==> src/rtl/cbc_pkg.sv <==
package cbc_pkg;

  localparam int unsigned DATA_W = 32;
  localparam int unsigned OFF_W  = 10;
  localparam int unsigned IDX_W  = 8;

  // offsets of fixed registers
  localparam logic [OFF_W-1:0] OFF_CLUSTER_RST = 10'h000;
  localparam logic [OFF_W-1:0] OFF_SYSTEM_RST  = 10'h140;
  localparam logic [OFF_W-1:0] OFF_CLK_GATE    = 10'h144;
  localparam logic [OFF_W-1:0] OFF_GEN_CTRL    = 10'h184;
  localparam logic [OFF_W-1:0] OFF_STANDBY     = 10'h1A0;
  localparam logic [OFF_W-1:0] OFF_BOOT_VEC    = 10'h1A4;
  localparam logic [OFF_W-1:0] OFF_DEBUG       = 10'h1E4;
  localparam logic [OFF_W-1:0] OFF_CNT_CTRL    = 10'h280;
  localparam logic [OFF_W-1:0] OFF_CNT_LO      = 10'h284;
  localparam logic [OFF_W-1:0] OFF_CNT_HI      = 10'h288;

  localparam logic [DATA_W-1:0] GEN_CTRL_RST  = 32'h0000_0020;
  localparam logic [DATA_W-1:0] CORE_RST_READ = 32'h0000_0003;
  localparam logic [DATA_W-1:0] CORE_STS_READ = 32'h0000_0001;
  localparam logic [DATA_W-1:0] SYS_RST_READ  = 32'h0000_0001;

  typedef enum logic [2:0] {
    K_INVALID,
    K_UNIMPL,
    K_CONST,
    K_GENCTL,
    K_STANDBY,
    K_BOOTVEC,
    K_CORE_RST
  } kind_e;

  typedef struct packed {
    kind_e             kind;
    logic [IDX_W-1:0]  core;
    logic [DATA_W-1:0] cval;
  } dec_t;

endpackage

==> src/rtl/cbc_decode.sv <==
module cbc_decode
  import cbc_pkg::*;
#(
  parameter int unsigned NUM_CORES    = 4,
  parameter int unsigned GROUP_BASE   = 'h40,
  parameter int unsigned GROUP_STRIDE = 'h40
) (
  input  logic [OFF_W-1:0] off,
  input  logic [3:0]       be,
  output dec_t             dec
);

  localparam logic [DATA_W-1:0] CLK_GATE_READ =
    DATA_W'(32'h100 | ((32'h1 << NUM_CORES) - 32'h1));

  logic [NUM_CORES-1:0] rst_hit;
  logic [NUM_CORES-1:0] ctl_hit;
  logic [NUM_CORES-1:0] sts_hit;

  for (genvar g = 0; g < NUM_CORES; g++) begin : g_core
    localparam logic [OFF_W-1:0] BASE = OFF_W'(GROUP_BASE + g * GROUP_STRIDE);
    assign rst_hit[g] = (off == BASE);
    assign ctl_hit[g] = (off == BASE + OFF_W'(4));
    assign sts_hit[g] = (off == BASE + OFF_W'(8));
  end

  logic well_formed;
  assign well_formed = (be == 4'hF) && (off[1:0] == 2'b00);

  always_comb begin
    dec.kind = K_INVALID;
    dec.core = '0;
    dec.cval = '0;
    if (well_formed) begin
      unique case (off)
        OFF_CLUSTER_RST, OFF_SYSTEM_RST: begin
          dec.kind = K_CONST;
          dec.cval = SYS_RST_READ;
        end
        OFF_CLK_GATE: begin
          dec.kind = K_CONST;
          dec.cval = CLK_GATE_READ;
        end
        OFF_GEN_CTRL: dec.kind = K_GENCTL;
        OFF_STANDBY:  dec.kind = K_STANDBY;
        OFF_BOOT_VEC: dec.kind = K_BOOTVEC;
        OFF_DEBUG, OFF_CNT_CTRL, OFF_CNT_LO, OFF_CNT_HI: dec.kind = K_UNIMPL;
        default: ;
      endcase
      for (int i = 0; i < NUM_CORES; i++) begin
        if (rst_hit[i]) begin
          dec.kind = K_CORE_RST;
          dec.core = IDX_W'(i);
          dec.cval = CORE_RST_READ;
        end
        if (ctl_hit[i]) begin
          dec.kind = K_CONST;
          dec.cval = '0;
        end
        if (sts_hit[i]) begin
          dec.kind = K_CONST;
          dec.cval = CORE_STS_READ;
        end
      end
    end
  end

endmodule

==> src/rtl/cbc_regs.sv <==
module cbc_regs
  import cbc_pkg::*;
(
  input  logic              clk,
  input  logic              rst_n,
  input  logic              acc,
  input  logic              wr,
  input  dec_t              dec,
  input  logic [DATA_W-1:0] wdata,
  output logic [DATA_W-1:0] boot_vec,
  output logic              rsp_valid,
  output logic [DATA_W-1:0] rsp_rdata,
  output logic              unimpl_pulse,
  output logic              invalid_pulse
);

  logic [DATA_W-1:0] gen_q, stby_q, vec_q;
  logic [DATA_W-1:0] rd_mux;
  logic              do_wr;

  assign do_wr    = acc && wr;
  assign boot_vec = vec_q;

  always_ff @(posedge clk) begin
    if (!rst_n) begin
      gen_q  <= GEN_CTRL_RST;
      stby_q <= '0;
      vec_q  <= '0;
    end else if (do_wr) begin
      if (dec.kind == K_GENCTL)  gen_q  <= wdata;
      if (dec.kind == K_STANDBY) stby_q <= wdata;
      if (dec.kind == K_BOOTVEC) vec_q  <= wdata;
    end
  end

  always_comb begin
    unique case (dec.kind)
      K_CONST, K_CORE_RST: rd_mux = dec.cval;
      K_GENCTL:            rd_mux = gen_q;
      K_STANDBY:           rd_mux = stby_q;
      K_BOOTVEC:           rd_mux = vec_q;
      default:             rd_mux = '0;
    endcase
  end

  always_ff @(posedge clk) begin
    if (!rst_n) begin
      rsp_valid     <= 1'b0;
      rsp_rdata     <= '0;
      unimpl_pulse  <= 1'b0;
      invalid_pulse <= 1'b0;
    end else begin
      rsp_valid     <= acc;
      rsp_rdata     <= (acc && !wr) ? rd_mux : '0;
      unimpl_pulse  <= acc && (dec.kind == K_UNIMPL);
      invalid_pulse <= acc && (dec.kind == K_INVALID);
    end
  end

endmodule

==> src/rtl/cbc_start_gen.sv <==
module cbc_start_gen
  import cbc_pkg::*;
#(
  parameter int unsigned NUM_CORES = 4,
  parameter int unsigned START_EL  = 3
) (
  input  logic                 clk,
  input  logic                 rst_n,
  input  logic                 acc,
  input  logic                 wr,
  input  dec_t                 dec,
  input  logic [DATA_W-1:0]    wdata,
  input  logic [DATA_W-1:0]    boot_vec,
  output logic [NUM_CORES-1:0] start_vec,
  output logic [DATA_W-1:0]    start_addr,
  output logic [1:0]           start_el
);

  logic fire;
  assign fire     = acc && wr && (dec.kind == K_CORE_RST) && (wdata != '0);
  assign start_el = 2'(START_EL);

  always_ff @(posedge clk) begin
    if (!rst_n) begin
      start_vec  <= '0;
      start_addr <= '0;
    end else begin
      start_vec <= '0;
      if (fire) begin
        start_vec  <= NUM_CORES'(1) << dec.core;
        start_addr <= boot_vec;
      end
    end
  end

endmodule

==> src/rtl/core_boot_cfg.sv <==
module core_boot_cfg
  import cbc_pkg::*;
#(
  parameter int unsigned NUM_CORES = 4
) (
  input  logic                 clk,
  input  logic                 rst_n,
  input  logic                 req_valid,
  output logic                 req_ready,
  input  logic                 req_write,
  input  logic [9:0]           req_addr,
  input  logic [3:0]           req_be,
  input  logic [31:0]          req_wdata,
  output logic                 rsp_valid,
  output logic [31:0]          rsp_rdata,
  output logic [NUM_CORES-1:0] start_vec,
  output logic [31:0]          start_addr,
  output logic [1:0]           start_el,
  output logic                 unimpl_pulse,
  output logic                 invalid_pulse
);

  dec_t              dec;
  logic [DATA_W-1:0] boot_vec;
  logic              acc;

  assign req_ready = 1'b1;
  assign acc       = req_valid && req_ready;

  cbc_decode #(.NUM_CORES(NUM_CORES)) u_dec (
    .off (req_addr),
    .be  (req_be),
    .dec (dec)
  );

  cbc_regs u_regs (
    .clk           (clk),
    .rst_n         (rst_n),
    .acc           (acc),
    .wr            (req_write),
    .dec           (dec),
    .wdata         (req_wdata),
    .boot_vec      (boot_vec),
    .rsp_valid     (rsp_valid),
    .rsp_rdata     (rsp_rdata),
    .unimpl_pulse  (unimpl_pulse),
    .invalid_pulse (invalid_pulse)
  );

  cbc_start_gen #(.NUM_CORES(NUM_CORES)) u_start (
    .clk        (clk),
    .rst_n      (rst_n),
    .acc        (acc),
    .wr         (req_write),
    .dec        (dec),
    .wdata      (req_wdata),
    .boot_vec   (boot_vec),
    .start_vec  (start_vec),
    .start_addr (start_addr),
    .start_el   (start_el)
  );

endmodule

==> config.mk <==
export PLATFORM = sky130hd
export DESIGN_NAME = core_boot_cfg
export DESIGN_NICKNAME = d
export VERILOG_FILES = /design/src/rtl/cbc_pkg.sv /design/src/rtl/cbc_decode.sv /design/src/rtl/cbc_regs.sv /design/src/rtl/cbc_start_gen.sv /design/src/rtl/core_boot_cfg.sv
export SDC_FILE = /design/constraint.sdc
export NUM_CORES = 1
export LEC_CHECK = 0
export BUFFER_PORTS_ARGS = -buffer_cell sky130_fd_sc_hd__buf_2
export CAP_MARGIN = 40
export CORE_MARGIN = 10
export CORE_UTILIZATION = 58
export DETAILED_ROUTE_END_ITERATION = 6
export GPL_ROUTABILITY_DRIVEN = 0
export GPL_TIMING_DRIVEN = 0
export PLACE_DENSITY = 0.82
export REMOVE_ABC_BUFFERS = 1
export SYNTH_ARGS = -nofsm -noshare
export SYNTH_HDL_FRONTEND = slang
export SYNTH_HIERARCHICAL = 1
export SYNTH_SLANG_ARGS = --single-unit
==> constraint.sdc <==
create_clock -name clk -period 5.7 [get_ports clk]
set_input_delay 0.57 -clock clk [delete_from_list [all_inputs] [get_ports clk]]
set_output_delay 0.57 -clock clk [all_outputs]
set_load 0.02 [all_outputs]
==> flow_summary.toml, run 1 <==
[outcome]
status = "finished clean"

[setup_path]
r2r-start = "u_regs/boot_vec[11]"
crit_path_start_kind = "input port"
crit_slowest_cell = "nor3b_4"
reg2reg_to = "u_regs/rsp_rdata[11]"
path_buf_inv = 3
worstPathRequired_ps = 6050
max_stage_delay_ps = 850
critical_path.top_delay_family = "simple AND/OR/NAND/NOR gates"
arrival_ps = 4540
path_class = "input port to register"
crit_fanout = 18
crit_chain = "buf_2, or4_4, a2111oi_2, a21oi_1, nor3_1, nor3b_4, buf_8, and3_2, buf_12, mux2i_1"
regToRegSetupSlack_ps = 4930
reg2reg_depth = 2
end_kind = "register"

[power_and_ir_drop]
power_switching_share_pct = 20.8
p_per_area_mw_per_mm2 = 286
vdd.ir_drop.worst_v = 0.000212
finalPower_uw = 2450
p_int_uw = 1940
pwr-share-comb_pct = 3.6
clkPwrFrac_pct = 48.6
p_switching_uw = 508
p_leak_uw = 0.00306
seq_power_share_pct = 47.8

[die]
die_h_um = 133
die-area_mm2 = 0.0178
row_count = 41
dieWidth_um = 133
initial_utilization_pct = 59.0
core_mm2 = 0.0126
boundaryPins = 124

[routing]
ant_nets = 0
first_pass_iters = 5
drt_wl_total_mm = 17.5
via_per_inst = 5.46
vias = 5743
wl_per_cell_um = 16.7
drc_errors = 0
drt_iter0_drc = 428

[timing]
hold_viol = 0
setup_viol = 0
layout_min_cycle_time_ps = 4190
whs_ps = 454
maxSlewViolCount = 0
tightestPinTransition_ps = 874
slew_headroom_pct = 41.6
max_freq_mhz = 239
period_share_pct = 73.5
fin_ws_ps = 1510
skew_ps = 6.24
rsz0062_at_grt = "false"

[logic_synthesis]
async_reset_ff_share_pct = 0
synthMuxAreaShare_pct = 17.2
synth_fa_ha_area_share_pct = 0
synth-simple-area-share_pct = 16.6
synth-compound-area-share_pct = 11.8
syn_area_mm2 = 0.00744
synth_top_area_share_pct = 44.9
synth.largest_area_cell = "dfxtp_1"
yosysWarnings = 6
synth_edf_count = 0
syn_inst = 782
synth_area_leaders = "dfxtp_1, mux2i_1, nand2_1, a22oi_1, buf_4"
ys_seq_area_share_pct = 44.9
synth_top_family_by_area = "multiplexers"
synth_xor_area_share_pct = 0.235
syn_avg_cell_area_um2 = 9.52
synth_cell_type_count = 51
ys_ff_latch = 167
synth_flop_cell = "dfxtp_1"

[clock_network]
cts_tree = "done"
clock_latency_ps = 430
clock-sinks = 167
cts_setup_buffers = 0
clk_pin_slew_worst_paths_ps = 60
htree_levels = 4
holdBufCountCts = 0
cts_inserted_buffers = 17
clock-root-buffer = "clkbuf_16"
clockBufferDepth = 2
cts_resized = 0

[min_path]
whs_endpoint = "u_start/start_addr[5]"
min_from = "u_start/start_addr[5]"
whs_path_depth = 2
hold_class = "register to register"

[global_route]
grt_max_degree = 101
grt_antenna_before_repair = 2
grt_pass1_wl_mm = 28.8
grt_usage_pct = 19.6
grt_pass1_vias = 5752
grt.overflow.total = 0

[placement]
dpl.hpwl_mm = 11.4
io_buffers = 120
dp_worst_setup_slack_ps = 1230

[cells_and_area]
area_growth_pct = 14.8
drive_above_1_share_pct = 23.9
layout_common_cells = "nand2_1, dfxtp_1, mux2i_1"
nNetsFinal = 914
final_common_cell = "nand2_1"

[flow_run]
drv_cap = 0
==> cell type report <==
class	count	area, um2
multi-input cells	547	3560
flip-flops and latches	167	3340
clock buffers	23	498
repair buffers	129	795
fillers	1014	4070
clock inverters	9	120
inverters	2	7.51
diodes	3	7.51
well taps	172	215
==> flip-flops by register name (all words and copies together), names as in the netlist <==
name,flops
u_start/start_vec,4
u_regs/stby_q,32
u_regs/rsp_valid,1
u_regs/gen_q,32
u_start/start_addr,32
u_regs/unimpl_pulse,1
u_regs/rsp_rdata,32
u_regs/invalid_pulse,1
u_regs/boot_vec,32
==> power groups by stage <==
stage / Sequential (uW) / Clock [uW] / Combinational [uW]
5_1_grt: 1170 / 1250 / 99.2
3_3_place_gp: 1190 / 0 / 84.3
4_1_cts: 1170 / 1200 / 87.7
2_1_floorplan: 1190 / 0 / 28.8
6_report: 1170 / 1190 / 88.9
3_5_place_dp: 1190 / 0 / 87.0
==> layer usage <==
| layer | share of wire (%) | global-route usage (%) | wire length (um) |
|---|---|---|---|
| met1 | 45 | 24.1 | 7850 |
| met2 | 46 | 31.3 | 8110 |
| met3 | 7.4 | 6.84 | 1300 |
| met4 | 1.5 | 6.41 | 261 |
| met5 | 0 | 0 | 0 |
==> kinds of logic after synthesis <==
family / Yosys count
mux: 128
simple gates: 268
buf+inv: 101
flops: 167
xor+xnor: 2
other cells: 3
compound gates: 113
==> cells in the mapped netlist, types with 2 or more instances <==
| cell type | n |
|---|---|
| and3b_1 | 2 |
| buf_4 | 42 |
| buf_2 | 2 |
| nand2_1 | 197 |
| or3b_1 | 2 |
| clkbuf_1 | 39 |
| and4_2 | 2 |
| nor4_2 | 4 |
| nor2b_1 | 2 |
| nor4b_1 | 3 |
| buf_12 | 3 |
| nand3b_1 | 2 |
| conb_1 | 3 |
| or2_2 | 2 |
| nor4_1 | 8 |
| a22oi_1 | 64 |
| buf_6 | 12 |
| mux2i_1 | 128 |
| nor2_1 | 13 |
| or4_4 | 3 |
| nand2b_1 | 4 |
| nor3_1 | 3 |
| and3_1 | 6 |
| nand3_1 | 2 |
| a21oi_2 | 30 |
| dfxtp_1 | 167 |
| inv_1 | 2 |
| nand4_1 | 5 |
| a21oi_1 | 8 |
==> worst reg2reg max path, delay by kind of cell (launching register included) <==
family | cells | cell delay, ps
AOI/OAI and AO/OA | 2 | 310
DFF | 1 | 330
==> worst max-delay path by stage <==
stage | from | to | slack, ps | cells past startpoint
after CTS | req_addr[9] | u_regs/stby_q[7] | 1610 | 10
final | req_addr[9] | u_regs/stby_q[7] | 1510 | 10
after global placement | req_addr[9] | u_regs/stby_q[9] | -650 | 8
after detailed placement | req_addr[9] | u_regs/stby_q[20] | 1230 | 10
after global routing | req_addr[8] | u_regs/stby_q[7] | 1350 | 10
after floorplan | req_addr[9] | u_regs/stby_q[0] | 1130 | 7
==> metrics by stage <==
stage	instance area, um2	setup TNS, ps	std cells	utilization [%]
2_1_floorplan	6900	0	716	-
3_3_place_gp	7710	-20260	1008	61.1
3_5_place_dp	7920	0	1017	62.8
4_1_cts	8540	0	1049	67.7
5_1_grt	8540	0	1049	67.7
6_report	8550	0	1052	67.7
Power figures use the tool's default switching activity.
==> run 2, diff against run 1 <==
--- a/config.mk
+++ b/config.mk
@@ -5,14 +5,15 @@
 export SDC_FILE = /design/constraint.sdc
 export NUM_CORES = 1
 export LEC_CHECK = 0
+export ABC_AREA = 1
 export BUFFER_PORTS_ARGS = -buffer_cell sky130_fd_sc_hd__buf_2
 export CAP_MARGIN = 40
 export CORE_MARGIN = 10
-export CORE_UTILIZATION = 58
+export CORE_UTILIZATION = 52
 export DETAILED_ROUTE_END_ITERATION = 6
 export GPL_ROUTABILITY_DRIVEN = 0
 export GPL_TIMING_DRIVEN = 0
-export PLACE_DENSITY = 0.82
+export PLACE_DENSITY = 0.77
 export REMOVE_ABC_BUFFERS = 1
 export SYNTH_ARGS = -nofsm -noshare
 export SYNTH_HDL_FRONTEND = slang
==> constraint.sdc (replaced) <==
create_clock -name clk -period 3.57 [get_ports clk]
set_input_delay 0.357 -clock clk [delete_from_list [all_inputs] [get_ports clk]]
set_output_delay 0.357 -clock clk [all_outputs]
set_load 0.02 [all_outputs]
==> flow_summary.toml, run 2 <==
[timing]
period_share_pct = 92.9
rsz0062_at_grt = "false"
slew_headroom_pct = 42.6
max_freq_mhz = 301
layout_min_cycle_time_ps = 3320
setup_viol = 0
hold_viol = 0
tightestPinTransition_ps = 860
skew_ps = 7.23
fin_ws_ps = 253
maxSlewViolCount = 0

[power_and_ir_drop]
pwr-share-comb_pct = 4.0
power_switching_share_pct = 22.2
p_per_area_mw_per_mm2 = 393
vdd.ir_drop.worst_v = 0.000320
clkPwrFrac_pct = 47.6
p_int_uw = 3000
seq_power_share_pct = 48.4
p_leak_uw = 0.00476
finalPower_uw = 3850
p_switching_uw = 854

[routing]
first_pass_iters = 6
drc_errors = 0
wl_per_cell_um = 13.4
drt_wl_total_mm = 22.1
drt_iter0_drc = 678
ant_nets = 0
vias = 8019
via_per_inst = 4.87

[cells_and_area]
diodes = 0
post-route-cell-area_mm2 = 0.00979
final_util_pct = 61.2
drive_above_1_share_pct = 13.6
final_common_cell = "nor2_1"
n_fill_cell = 1578
final_cells = 1647
layout_common_cells = "nor2_1, nand2_1, dfxtp_1"
nNetsFinal = 1469
area_growth_pct = 14.7

[clock_network]
cts_inserted_buffers = 17
clock-sinks = 167
clk_pin_slew_worst_paths_ps = 70
clockBufferDepth = 2
holdBufCountCts = 0
cts_resized = 0
cts_setup_buffers = 0
cts_tree = "done"
clock_latency_ps = 430
clock-root-buffer = "clkbuf_16"
htree_levels = 4

[logic_synthesis]
post-synth-top-count-cell = "nor2_1"
synth_top_area_share_pct = 39.2
synth_area_leaders = "dfxtp_1, nor2_1, nand2_1, inv_1, nand4_1"
synth_flop_cell = "dfxtp_1"
synth_edf_count = 0
syn_area_mm2 = 0.00854
async_reset_ff_share_pct = 0
synthTopCellsByCount = "nor2_1, nand2_1, dfxtp_1"
syn_inst = 1347
syn_avg_cell_area_um2 = 6.34
ys_seq_area_share_pct = 39.2
ys_ff_latch = 167
synth_cell_type_count = 30
synth.largest_area_cell = "dfxtp_1"
yosysWarnings = 6

[die]
die-area_mm2 = 0.0219
dieWidth_um = 148
boundaryPins = 124
core_mm2 = 0.0160
die_h_um = 148
initial_utilization_pct = 53.4
row_count = 46

[setup_path]
path_class = "input port to register"
reg2reg_to = "u_regs/rsp_rdata[21]"
timing.critical_path.to = "u_regs/rsp_rdata[21]"
r2r-start = "u_regs/boot_vec[21]"
crit_fanout = 35
worstPathRequired_ps = 3890
regToRegSetupSlack_ps = 2720
critical_path_depth = 13
end_kind = "register"
arrival_ps = 3640
path_common_cell = "nor2_1"
crit_chain = "buf_2, nor2_4, nand3_2, nor2_1, nor2_1, nand2_1, nor2_1, a21oi_4, buf_16, inv_4, nand2_1, nand3_2, nor2_1"
critical_path.top_delay_family = "simple AND/OR/NAND/NOR gates"
path_buf_inv = 3
crit_path_start_kind = "input port"
max_stage_delay_ps = 680
reg2reg_depth = 4
crit_slowest_cell = "nand3_2"
startpoint = "req_addr[1]"

[placement]
placed_area_mm2 = 0.00920
dpl.hpwl_mm = 14.3
io_buffers = 120
dp.cells = 1616
dp_worst_setup_slack_ps = -175

[flow_run]
drv_cap = 0

[min_path]
hold_class = "input port to register"
min_from = "req_wdata[28]"

[outcome]
status = "finished clean"

[global_route]
grt.overflow.total = 0
grt_pass1_vias = 7719
grt_max_degree = 72
grt_antenna_before_repair = 1
grt_pass1_wl_mm = 36.9
grt_usage_pct = 20.3
[run 2: cell types whose count changed after synthesis, moves of 26 or more]
cell / previous run / this run
a21oi_2: 30 / 2
a22oi_1: 64 / 0
buf_2: 2 / 28
clkbuf_1: 39 / 11
inv_1: 2 / 126
mux2i_1: 128 / 0
nand2_1: 197 / 360
nand3_1: 2 / 79
nand4_1: 5 / 68
nor2_1: 13 / 387
[run 2: logic make-up after synthesis]
| logic type | after synthesis | synth area share [%] |
|---|---|---|
| compound gates | 5 | 0.381 |
| buf+inv | 244 | 14.3 |
| flops | 167 | 39.2 |
| other cells | 3 | 0.132 |
| simple gates | 928 | 46.0 |
[run 2: metal layers]
layer | vias to the layer above | wire (um) | track usage [%]
li1 | 4173 | - | -
met1 | 3583 | 9890 | 24.6
met2 | 234 | 10400 | 34.4
met3 | 27 | 1530 | 5.28
met4 | 2 | 253 | 6.05
met5 | - | 7 | 0
[run 2: worst min-delay path by stage]
stage / to / depth (start not counted)
6_report: u_regs/stby_q[28] / 3
5_1_grt: u_regs/stby_q[28] / 3
4_1_cts: u_regs/stby_q[25] / 3
3_5_place_dp: u_start/start_addr[4] / 2
3_3_place_gp: u_start/start_addr[23] / 2
2_1_floorplan: u_regs/gen_q[5] / 1
[run 2: worst reg2reg max path, stage by stage, from the launching register on]
cell,delay (ps)
dfxtp_1,350
nand4_1,90
nand2_1,100
nor2_1,40
nor2_1,160
[run 2: power by group through the flow]
stage | clock network, uW | registers (uW) | logic, uW
floorplan | 0 | 1910 | 71.2
global placement | 0 | 1910 | 153
detailed placement | 0 | 1910 | 154
CTS | 1870 | 1860 | 155
global route | 1940 | 1860 | 177
finish | 1830 | 1860 | 155
[run 2: stage by stage]
step / setup TNS, ps / hold WS [ps]
6_report: 0 / 183
5_1_grt: 0 / 182
4_1_cts: 0 / 174
3_5_place_dp: -1540 / 467
3_3_place_gp: -650130 / 459
2_1_floorplan: -195090 / 442
[run 2: final cells by class]
class,instances,area [um2],area share (%)
clock buffer,21,470,4.80
clock inverter,10,120,1.23
inverter,130,490,5.01
multi-input combinational,969,4120,42.1
sequential,167,3340,34.1
tap,216,270,2.76
timing repair buffer,134,973,9.94
